### src/rtl/wa_pkg.sv
package wa_pkg;
  typedef enum logic [2:0] {
    RSN_NONE    = 3'd0,
    RSN_BLOCKED = 3'd1,
    RSN_PAGE    = 3'd2,
    RSN_SECTOR  = 3'd3,
    RSN_LIMIT   = 3'd4
  } wa_reason_e;
endpackage

### src/rtl/wa_page_tracker.sv
module wa_page_tracker #(
  parameter int PAGE_W = 20
) (
  input  logic              clk,
  input  logic              rst_n,
  input  logic              load_en,
  input  logic [PAGE_W-1:0] load_page,
  input  logic [PAGE_W-1:0] probe_page,
  output logic              page_vld,
  output logic [PAGE_W-1:0] page_q,
  output logic              page_match
);
  always_ff @(posedge clk or negedge rst_n) begin
    if (!rst_n) begin
      page_vld <= 1'b0;
      page_q   <= '0;
    end else if (load_en) begin
      page_vld <= 1'b1;
      page_q   <= load_page;
    end
  end

  assign page_match = page_vld && (page_q == probe_page);
endmodule

### src/rtl/wa_limit_check.sv
module wa_limit_check #(
  parameter int          ADDR_W    = 32,
  parameter int          LIM_W     = 7,
  parameter int          LIM_SHIFT = 22,
  parameter logic [31:0] HOLE_LO   = 32'h000A_0000,
  parameter logic [31:0] HOLE_HI   = 32'h000F_FFFF
) (
  input  logic [ADDR_W-1:0] addr,
  input  logic [LIM_W-1:0]  limit,
  output logic              in_hole,
  output logic              limit_ok
);
  localparam int REG_W = ADDR_W - LIM_SHIFT;
  localparam int CMP_W = (LIM_W > REG_W) ? LIM_W : REG_W;

  function automatic logic hole_hit(input logic [ADDR_W-1:0] a);
    return (ADDR_W'(HOLE_LO) <= a) && (a <= ADDR_W'(HOLE_HI));
  endfunction

  function automatic logic below_limit(input logic [ADDR_W-1:0] a,
                                       input logic [LIM_W-1:0]  lim);
    logic [CMP_W-1:0] region;
    logic [CMP_W-1:0] bound;
    region = CMP_W'(a[ADDR_W-1:LIM_SHIFT]);
    bound  = CMP_W'(lim);
    return (lim != '0) && (region < bound);
  endfunction

  assign in_hole  = hole_hit(addr);
  assign limit_ok = below_limit(addr, limit) && !in_hole;
endmodule

### src/rtl/wa_decision.sv
module wa_decision
  import wa_pkg::*;
(
  input  logic       clk,
  input  logic       rst_n,
  input  logic       req,
  input  logic       hard_block,
  input  logic       page_match,
  input  logic       sector_match,
  input  logic       limit_ok,
  output logic       dec_valid,
  output logic       dec_alloc,
  output logic [2:0] dec_reason
);
  wa_reason_e rsn_d;
  logic       alloc_d;

  always_comb begin
    if (hard_block)        rsn_d = RSN_BLOCKED;
    else if (page_match)   rsn_d = RSN_PAGE;
    else if (sector_match) rsn_d = RSN_SECTOR;
    else if (limit_ok)     rsn_d = RSN_LIMIT;
    else                   rsn_d = RSN_NONE;
    alloc_d = (rsn_d == RSN_PAGE) || (rsn_d == RSN_SECTOR) || (rsn_d == RSN_LIMIT);
  end

  always_ff @(posedge clk or negedge rst_n) begin
    if (!rst_n) begin
      dec_valid  <= 1'b0;
      dec_alloc  <= 1'b0;
      dec_reason <= RSN_NONE;
    end else begin
      dec_valid  <= req;
      dec_alloc  <= req && alloc_d;
      dec_reason <= req ? rsn_d : RSN_NONE;
    end
  end
endmodule

### src/rtl/wralloc_decider.sv
module wralloc_decider #(
  parameter int ADDR_W     = 32,
  parameter int PAGE_SHIFT = 12,
  parameter int LIM_W      = 7,
  parameter int LIM_SHIFT  = 22
) (
  input  logic                         clk,
  input  logic                         rst_n,
  input  logic                         wr_req,
  input  logic [ADDR_W-1:0]            wr_addr,
  input  logic                         cache_dis,
  input  logic                         page_cd,
  input  logic                         cache_inh,
  input  logic                         mem_uc,
  input  logic                         mem_wc,
  input  logic                         sec_tag_hit,
  input  logic                         sec_line_valid,
  input  logic [LIM_W-1:0]             limit_field,
  input  logic                         fill_done,
  input  logic [ADDR_W-PAGE_SHIFT-1:0] fill_page,
  output logic                         dec_valid,
  output logic                         dec_alloc,
  output logic [2:0]                   dec_reason
);
  localparam int PAGE_W = ADDR_W - PAGE_SHIFT;

  // Named internal events, observed by the bound checker.
  logic              hard_block;
  logic              page_match;
  logic              sector_match;
  logic              limit_ok;
  logic              in_hole;
  logic              page_vld;
  logic              fill_load;
  logic [PAGE_W-1:0] page_q;

  assign hard_block   = cache_dis || page_cd || cache_inh || mem_uc || mem_wc;
  assign sector_match = sec_tag_hit && !sec_line_valid;
  // Fills are suppressed while the cache is globally disabled or inhibited.
  assign fill_load    = fill_done && !cache_dis && !cache_inh;

  wa_page_tracker #(.PAGE_W(PAGE_W)) u_page (
    .clk        (clk),
    .rst_n      (rst_n),
    .load_en    (fill_load),
    .load_page  (fill_page),
    .probe_page (wr_addr[ADDR_W-1:PAGE_SHIFT]),
    .page_vld   (page_vld),
    .page_q     (page_q),
    .page_match (page_match)
  );

  wa_limit_check #(
    .ADDR_W    (ADDR_W),
    .LIM_W     (LIM_W),
    .LIM_SHIFT (LIM_SHIFT)
  ) u_limit (
    .addr     (wr_addr),
    .limit    (limit_field),
    .in_hole  (in_hole),
    .limit_ok (limit_ok)
  );

  wa_decision u_dec (
    .clk          (clk),
    .rst_n        (rst_n),
    .req          (wr_req),
    .hard_block   (hard_block),
    .page_match   (page_match),
    .sector_match (sector_match),
    .limit_ok     (limit_ok),
    .dec_valid    (dec_valid),
    .dec_alloc    (dec_alloc),
    .dec_reason   (dec_reason)
  );
endmodule

### config.mk
export PLATFORM = sky130hd
export DESIGN_NAME = wralloc_decider
export DESIGN_NICKNAME = d
export VERILOG_FILES = /design/src/rtl/wa_pkg.sv /design/src/rtl/wa_page_tracker.sv /design/src/rtl/wa_limit_check.sv /design/src/rtl/wa_decision.sv /design/src/rtl/wralloc_decider.sv
export SDC_FILE = /design/constraint.sdc
export NUM_CORES = 1
export LEC_CHECK = 0
export CORE_ASPECT_RATIO = 0.7
export CORE_MARGIN = 2
export CORE_UTILIZATION = 35
export DETAILED_ROUTE_END_ITERATION = 8
export HOLD_SLACK_MARGIN = 0.15
export PLACE_DENSITY = 0.8
export SYNTH_ARGS = -nofsm -noshare
export SYNTH_HDL_FRONTEND = slang
export SYNTH_SLANG_ARGS = --single-unit
### constraint.sdc
create_clock -name clk -period 1.4 [get_ports clk]
set_input_delay 0.14 -clock clk [delete_from_list [all_inputs] [get_ports clk]]
set_output_delay 0.14 -clock clk [all_outputs]
set_load 0.02 [all_outputs]
==> results.md, run 1 <==
- Post-Synth Simple-Gate Area: between 10% and 20%
- Largest net degree at the start of global routing: 27
- WP data required: around 1.6 ns
- Area grow syn2layout: 63.5%
- Drt pass-1 iters: 4
- Hold Vio Cnt, Final: 0
- Clock sinks: 26
- Worst Setup End Kind: register
- Final worst path period need: 1.56 ns
- Synthesized flop and latch total: 26
- Slew Viols, Final: 0
- # IOs: between 70 and 80
- Status: finished, violations left
- Worst reg2reg path depth: 5
- Worst-Margin Slew: 0.377 ns
- Compound-Gate Fraction of Synth Area: 5.78%
- Power per cell area: roughly 930 nW/µm²
- Net Count, Synth: 190
- Post-Place Cells: 239
- Design internal power: 1.61 mW
- Slew headroom: between 70% and 80%
- Post-layout util: between 50% and 60%
- Port bufs: 62
- Overflow after GRT: 0
- Max Clock Freq: 640 MHz
- Setup CP Type: register to register
- Placed inst area: about 2200 µm²
- Largest family of logic cells by synthesized area: multiplexers
- Dpl hpwl: roughly 2800 µm
- Cells after synthesis: between 100 and 150
- Fin area: around 2300 µm²
- Sw frac: about a quarter
- Vias per inst: ~4.7
- Via count: 1148
- Yosys warns: 0
- Total of max-cap violations: 0
- Failing checks: negative setup slack
- Clock buffer depth: 2
- Most frequent cells in the layout: clkdlybuf4s50_1, dfrtp_1, mux2_2
- CP Max Fanout: 2
- Total Neg Setup Slack: -0.381 ns
- Worst-path clk slew: 0.09 ns
- Seq/Total Area, Yosys: around 47%
- Die height: about 57 µm
- CP Launch Type: register
- HP Class: primary input to async pin
- WP data arrival: between 1.5 and 2 ns
- Logic pwr share: a little over a quarter
- Hold WS: between 0.2 and 0.25 ns
- Die Area: 4490 µm²
- Nets@finish: 268
- Worst IR drop on VDD: 523 µV
- XOR/XNOR Fraction of Synth Area: between 10% and 20%
- Share of power burned in registers: between 40 and 50%
- Initial antenna violation count: 0
- Number of routed nets with antenna violations: 0
- Fill count: about 320
- H-tree depth: 1
- Post-synthesis mux area share: 16.2%
- Clock root buffer: clkbuf_8
- Row count: 19
- DRC errors left: 0
- Setup repair bufs after CTS: 0
- Post-synth cell types: 30
- RSZ-0062 raised after global routing: yes
- Layout cells sized above 1: 22.5%
- Num CTS Buffers: 3
- Post-Synth Adder-Cell Area: between 5 and 6%
- First DRT Iteration DRCs: 17
- Register Area: roughly 650 µm²
- Leak: 0.930 nW
- Initial Utilization: 36.0%
- Non-Filler Instances: 243
- Commonest non-fill, non-tap cell in the layout: clkdlybuf4s50_1
- Final setup fails: 4
- Wire length per cell: 14.4 µm
- Clock power frac: about 29%
- Die W: ~80 µm
- GR Util All Layers: between 10% and 20%
- Core area: approximately 3900 µm²
- Clock Skew: 0.00352 ns
- Switching Power: around 0.5 mW
- Period utilization: 112%
- Number of global-route vias before repair: between 1000 and 1500
- Syn_area_per_cell: around 12 µm²
- Final wirelength: roughly 3500 µm
- ANT cells: 0
- First-pass GRT wire length: 5940 µm
- Skew-Pair Late Insertion Delay: between 0.2 and 0.3 ns
- Multi-input logic area: around 730 µm²
- Hold_buf cts: 0
- CTS tree: yes
- Worst setup margin: -0.164 ns
- Synthesized area: between 1000 and 1500 µm²
- GP Congestion: ~0.89
critical path, cell delays in order (launching register included):
cell      delay (ns)
dfrtp_1         0.40
xnor2_1         0.16
nand4_1         0.18
nor4_4          0.37
a21boi_1        0.11
o31a_1          0.24
path summary, 6_finish.rpt:
| kind | from | to | slack, ns |
|---|---|---|---|
| max in group asynchronous | rst_n | u_page.page_q[13]$_DFFE_PN0P_ | 0.92 |
| max reg2reg | u_page.page_q[7]$_DFFE_PN0P_ | u_dec.dec_reason[0]$_DFF_PN0_ | -0.16 |
| min | rst_n | u_page.page_q[8]$_DFFE_PN0P_ | 0.22 |
| max | u_page.page_q[7]$_DFFE_PN0P_ | u_dec.dec_reason[0]$_DFF_PN0_ | -0.16 |
| min reg2reg | u_page.page_vld$_DFFE_PN0P_ | u_page.page_vld$_DFFE_PN0P_ | 0.49 |
| min in group clk | wr_req | u_dec.dec_valid$_DFF_PN0_ | 0.38 |
metal layers:
| layer | part of all wire, % | wire [µm] | global-route usage [%] |
|---|---|---|---|
| met5 | 0 | 0 | 0 |
| met2 | 48 | 1680 | 28.9 |
| met4 | 0.23 | 8 | 4.43 |
| met3 | 5.8 | 202 | 2.25 |
| met1 | 46 | 1620 | 23.1 |
synthesized netlist by cell type, drive strengths merged:
library cell	instances	area share [%]
nand3b	1	0.54
a311oi	1	0.63
a21boi	1	0.54
ha	6	5.4
xor2	4	2.5
inv	7	1.9
buf	2	0.72
nor2	1	0.27
a211oi	1	0.54
nor3b	1	0.54
nand3	1	0.36
o21ai	1	0.36
a21oi	2	0.72
xnor2	16	10
or2	1	0.45
nor4	6	3.2
o31a	1	0.63
and3	1	0.45
nand4b	1	0.63
a21o	1	0.54
nor2b	2	0.90
o2111ai	2	1.3
mux2	20	16
o21bai	1	0.54
and2	1	0.45
dfrtp	26	47
nand4	4	1.8
nor3	1	0.36
nand2b	1	0.45
area by class of cell:
| class | instances | share of cell area [%] |
|---|---|---|
| repair buffers | 75 | 31.9 |
| multi-input cells | 79 | 32.2 |
| clock buffers | 3 | 1.82 |
| inverters | 7 | 1.16 |
| well taps | 52 | 2.87 |
| flip-flops and latches | 26 | 28.7 |
| clock inverters | 1 | 1.32 |
power groups by stage:
stage	logic, mW	registers [mW]	clock network, mW
floorplan	0.269	0.942	0
global placement	0.530	0.951	0
detailed placement	0.547	0.958	0
CTS	0.558	0.944	0.630
global route	0.600	0.960	0.655
finish	0.551	0.944	0.617
sequential cells by signal, summed over array words and instances (netlist names):
| signal | flops |
|---|---|
| u_dec.dec_reason | 3 |
| u_dec.dec_valid | 1 |
| u_dec.dec_alloc | 1 |
| u_page.page_q | 20 |
| u_page.page_vld | 1 |
through the flow:
stage	setup slack, ns	power, mW
after CTS	-0.140	2.13
after detailed placement	-0.487	1.51
after global placement	-0.441	1.48
after global routing	-0.230	2.21
final	-0.164	2.11
after floorplan	0.0626	1.21
timing repair:
action,in CTS,in global routing
endpoints found under the hold margin,0,0
setup endpoints to repair,4,4
pin swaps,10,2
resized for setup,11,0
logic make-up (layout without fill, tap and decap cells):
family          after synthesis  after routing
compound gates               11             11
flops                        26             26
mux                          20             20
buf+inv                       9             86
fa+ha+maj                     6              6
xor+xnor                     20             20
simple gates                 22             22
No activity file was read; power rests on OpenSTA's default activity.
==> inputs of run 2 (changes only) <==
--- a/config.mk
+++ b/config.mk
@@ -7,10 +7,10 @@
 export LEC_CHECK = 0
 export CORE_ASPECT_RATIO = 0.7
 export CORE_MARGIN = 2
-export CORE_UTILIZATION = 35
+export CORE_UTILIZATION = 26
 export DETAILED_ROUTE_END_ITERATION = 8
 export HOLD_SLACK_MARGIN = 0.15
-export PLACE_DENSITY = 0.8
+export PLACE_DENSITY = 0.64
 export SYNTH_ARGS = -nofsm -noshare
 export SYNTH_HDL_FRONTEND = slang
 export SYNTH_SLANG_ARGS = --single-unit
==> run 2 against run 1 <==
The flow still finishes with violations (negative setup slack). Cell count up 8.2%. Critical path depth unchanged. Sequential power barely moved. Sequential share of layout area down 0.31 points. Sequential cell count stayed put. Register-to-register slack about the same. Setup slack better by 0.0095 ns. Combinational power up 2%. Critical endpoint unchanged. Largest power group unchanged.
==> results.md, run 2 (synthesis results as in run 1) <==
- Status: finished, violations left
- Failing checks: negative setup slack
- Total of max-cap violations: 0
- Slew headroom: 77.0%
- Worst slack at placement: -0.487 ns
- Drt pass-1 iters: 4
- Placed inst area: 2200 µm²
- Buffer and inverter count on the worst path: 0
- Post-layout util: ~44%
- Multi-input logic area: between 700 and 800 µm²
- Area grow syn2layout: 65.3%
- Leak: a little over 0.9 nW
- Clock buffer depth: 2
- Worst IR drop on VDD: roughly 350 µV
- Largest Register: u_page.page_q
- Die Area: approximately 6000 µm²
- CP Max Fanout: 2
- Die W: 91.3 µm
- Reg2reg start: u_page.page_q[4]$_DFFE_PN0P_
- Core area: between 5000 and 6000 µm²
- WP data arrival: 1.72 ns
- Total Neg Setup Slack: -0.333 ns
- Hold WS: ~0.23 ns
- WP data required: between 1.5 and 2 ns
- Worst setup margin: -0.154 ns
- Number of global-route vias before repair: roughly 1200
- Clock sinks: 26
- Critical R2R Capture: u_dec.dec_reason[0]$_DFF_PN0_
- Final worst path period need: ~1.6 ns
- CP Launch Type: register
- DRC errors left: 0
- Port bufs: 62
- CTS tree: yes
- Design internal power: roughly 1.5 mW
- RSZ-0062 raised after global routing: yes
- # IOs: 75
- Number of routed nets with antenna violations: 0
- Row count: 22
- Commonest non-fill, non-tap cell in the layout: clkdlybuf4s50_1
- Worst Setup End Kind: register
- Final wirelength: about 3600 µm
- Most frequent cells in the layout: clkdlybuf4s50_1, dfrtp_1, mux2_2
- Fin area: approximately 2300 µm²
- CP peak stage delay: approximately 0.4 ns
- Register Area: approximately 650 µm²
- First-pass GRT wire length: just under 6000 µm
- Skew-Pair Late Insertion Delay: around 0.27 ns
- Initial antenna violation count: 0
- R2R Setup Slk: -0.15 ns
- HP Class: primary input to async pin
- Wire length per cell: between 10 and 15 µm
- Sw frac: around a quarter
- Worst-path clk slew: around 0.09 ns
- Clock Skew: around 0.0013 ns
- Clock power frac: 24.5%
- Layout cells sized above 1: between 20% and 30%
- Logic pwr share: approximately 28%
- Largest net degree at the start of global routing: 27
- Period utilization: 111%
- First DRT Iteration DRCs: 36
- Share of power burned in registers: 47.3%
- Setup repair bufs after CTS: 0
- Die height: ~65 µm
- Max Clock Freq: approximately 640 MHz
- Fill count: between 400 and 500
- ANT cells: 0
- Overflow after GRT: 0
- Critical path's top delay family: simple AND/OR/NAND/NOR gates
- Nets@finish: roughly 270
- Worst reg2reg path depth: 5
- Via count: 1124
- Worst path cell trace: xnor2_1, nand4_1, nor4_4, a21boi_1, o31a_1
- CP max-delay cell: dfrtp_1
- Power per cell area: between 800 and 900 nW/µm²
- Slew Viols, Final: 0
- Hold_buf cts: 0
- GR Util All Layers: about an eighth
- Num CTS Buffers: 3
- Hold Vio Cnt, Final: 0
- Largest registers: u_page.page_q x20, u_dec.dec_reason x3
- Vias per inst: 4.27
- Clock root buffer: clkbuf_8
- Worst-Margin Slew: about 0.34 ns
- Final setup fails: 4
- Switching Power: 0.504 mW
- Dpl hpwl: slightly below 3000 µm
- GP Congestion: slightly below 0.8
- Initial Utilization: about a quarter
- H-tree depth: 1
- Setup CP Type: register to register
- Max reg flops: 20
==> run 2: changes by cell type in the layout (fill, tap and decap cells not counted), sizes merged <==
cell,previous run,this run
bufinv,1,0
dlygate4sd2,6,4
clkbuf,3,4
clkdlybuf4s50,56,58
==> run 2: final cells by class <==
class                      count  area share (%)
clock buffer                   4            2.40
inverter                       7            1.15
multi-input combinational     79            32.5
sequential                    26            28.4
tap                           72            3.93
timing repair buffer          75            31.7
==> run 2: per-stage QoR <==
step	power [mW]	cells
3_5_place_dp	1.51	259
5_1_grt	2.11	263
6_report	1.99	263
2_1_floorplan	1.21	114
4_1_cts	2.02	263
3_3_place_gp	1.49	259
==> run 2: worst register-to-register path: stages, from the launching register on <==
cell and delay (ns):
dfrtp_1 0.40, xnor2_1 0.15, nand4_1 0.17, nor4_4 0.37
a21boi_1 0.12, o31a_1 0.24
==> run 2: what timing repair did <==
action,in CTS,in global routing
pin swaps,7,4
cloned,0,0
setup endpoints to repair,4,24
resized for setup,10,1
==> run 2: per-layer routing <==
layer	share of wire, %	vias to the layer above	wire (µm)	GRT usage [%]
met3	7.6	0	275	5.05
met5	0	-	0	0
met4	0	0	0	0.568
met2	47	42	1690	22.0
met1	45	519	1630	15.9
li1	-	563	-	-
==> run 2: worst max-delay path by stage <==
stage | to | from | slack [ns] | depth (start not counted)
after global placement | u_dec.dec_reason[2]$_DFF_PN0_ | limit_field[4] | -0.44 | 8
after detailed placement | u_dec.dec_reason[2]$_DFF_PN0_ | limit_field[4] | -0.49 | 8
after floorplan | u_dec.dec_reason[0]$_DFF_PN0_ | u_page.page_q[7]$_DFFE_PN0P_ | 0.06 | 5
after global routing | u_dec.dec_reason[0]$_DFF_PN0_ | u_page.page_q[1]$_DFFE_PN0P_ | -0.25 | 5
after CTS | u_dec.dec_reason[0]$_DFF_PN0_ | u_page.page_q[11]$_DFFE_PN0P_ | -0.15 | 5
final | u_dec.dec_reason[0]$_DFF_PN0_ | u_page.page_q[4]$_DFFE_PN0P_ | -0.15 | 5
==> run 2: power by group through the flow <==
| stage | Clock (mW) | Combinational [mW] | Sequential (mW) |
|---|---|---|---|
| floorplan | 0 | 0.269 | 0.942 |
| global placement | 0 | 0.540 | 0.952 |
| detailed placement | 0 | 0.550 | 0.957 |
| CTS | 0.510 | 0.566 | 0.944 |
| global route | 0.534 | 0.613 | 0.958 |
| finish | 0.488 | 0.561 | 0.941 |
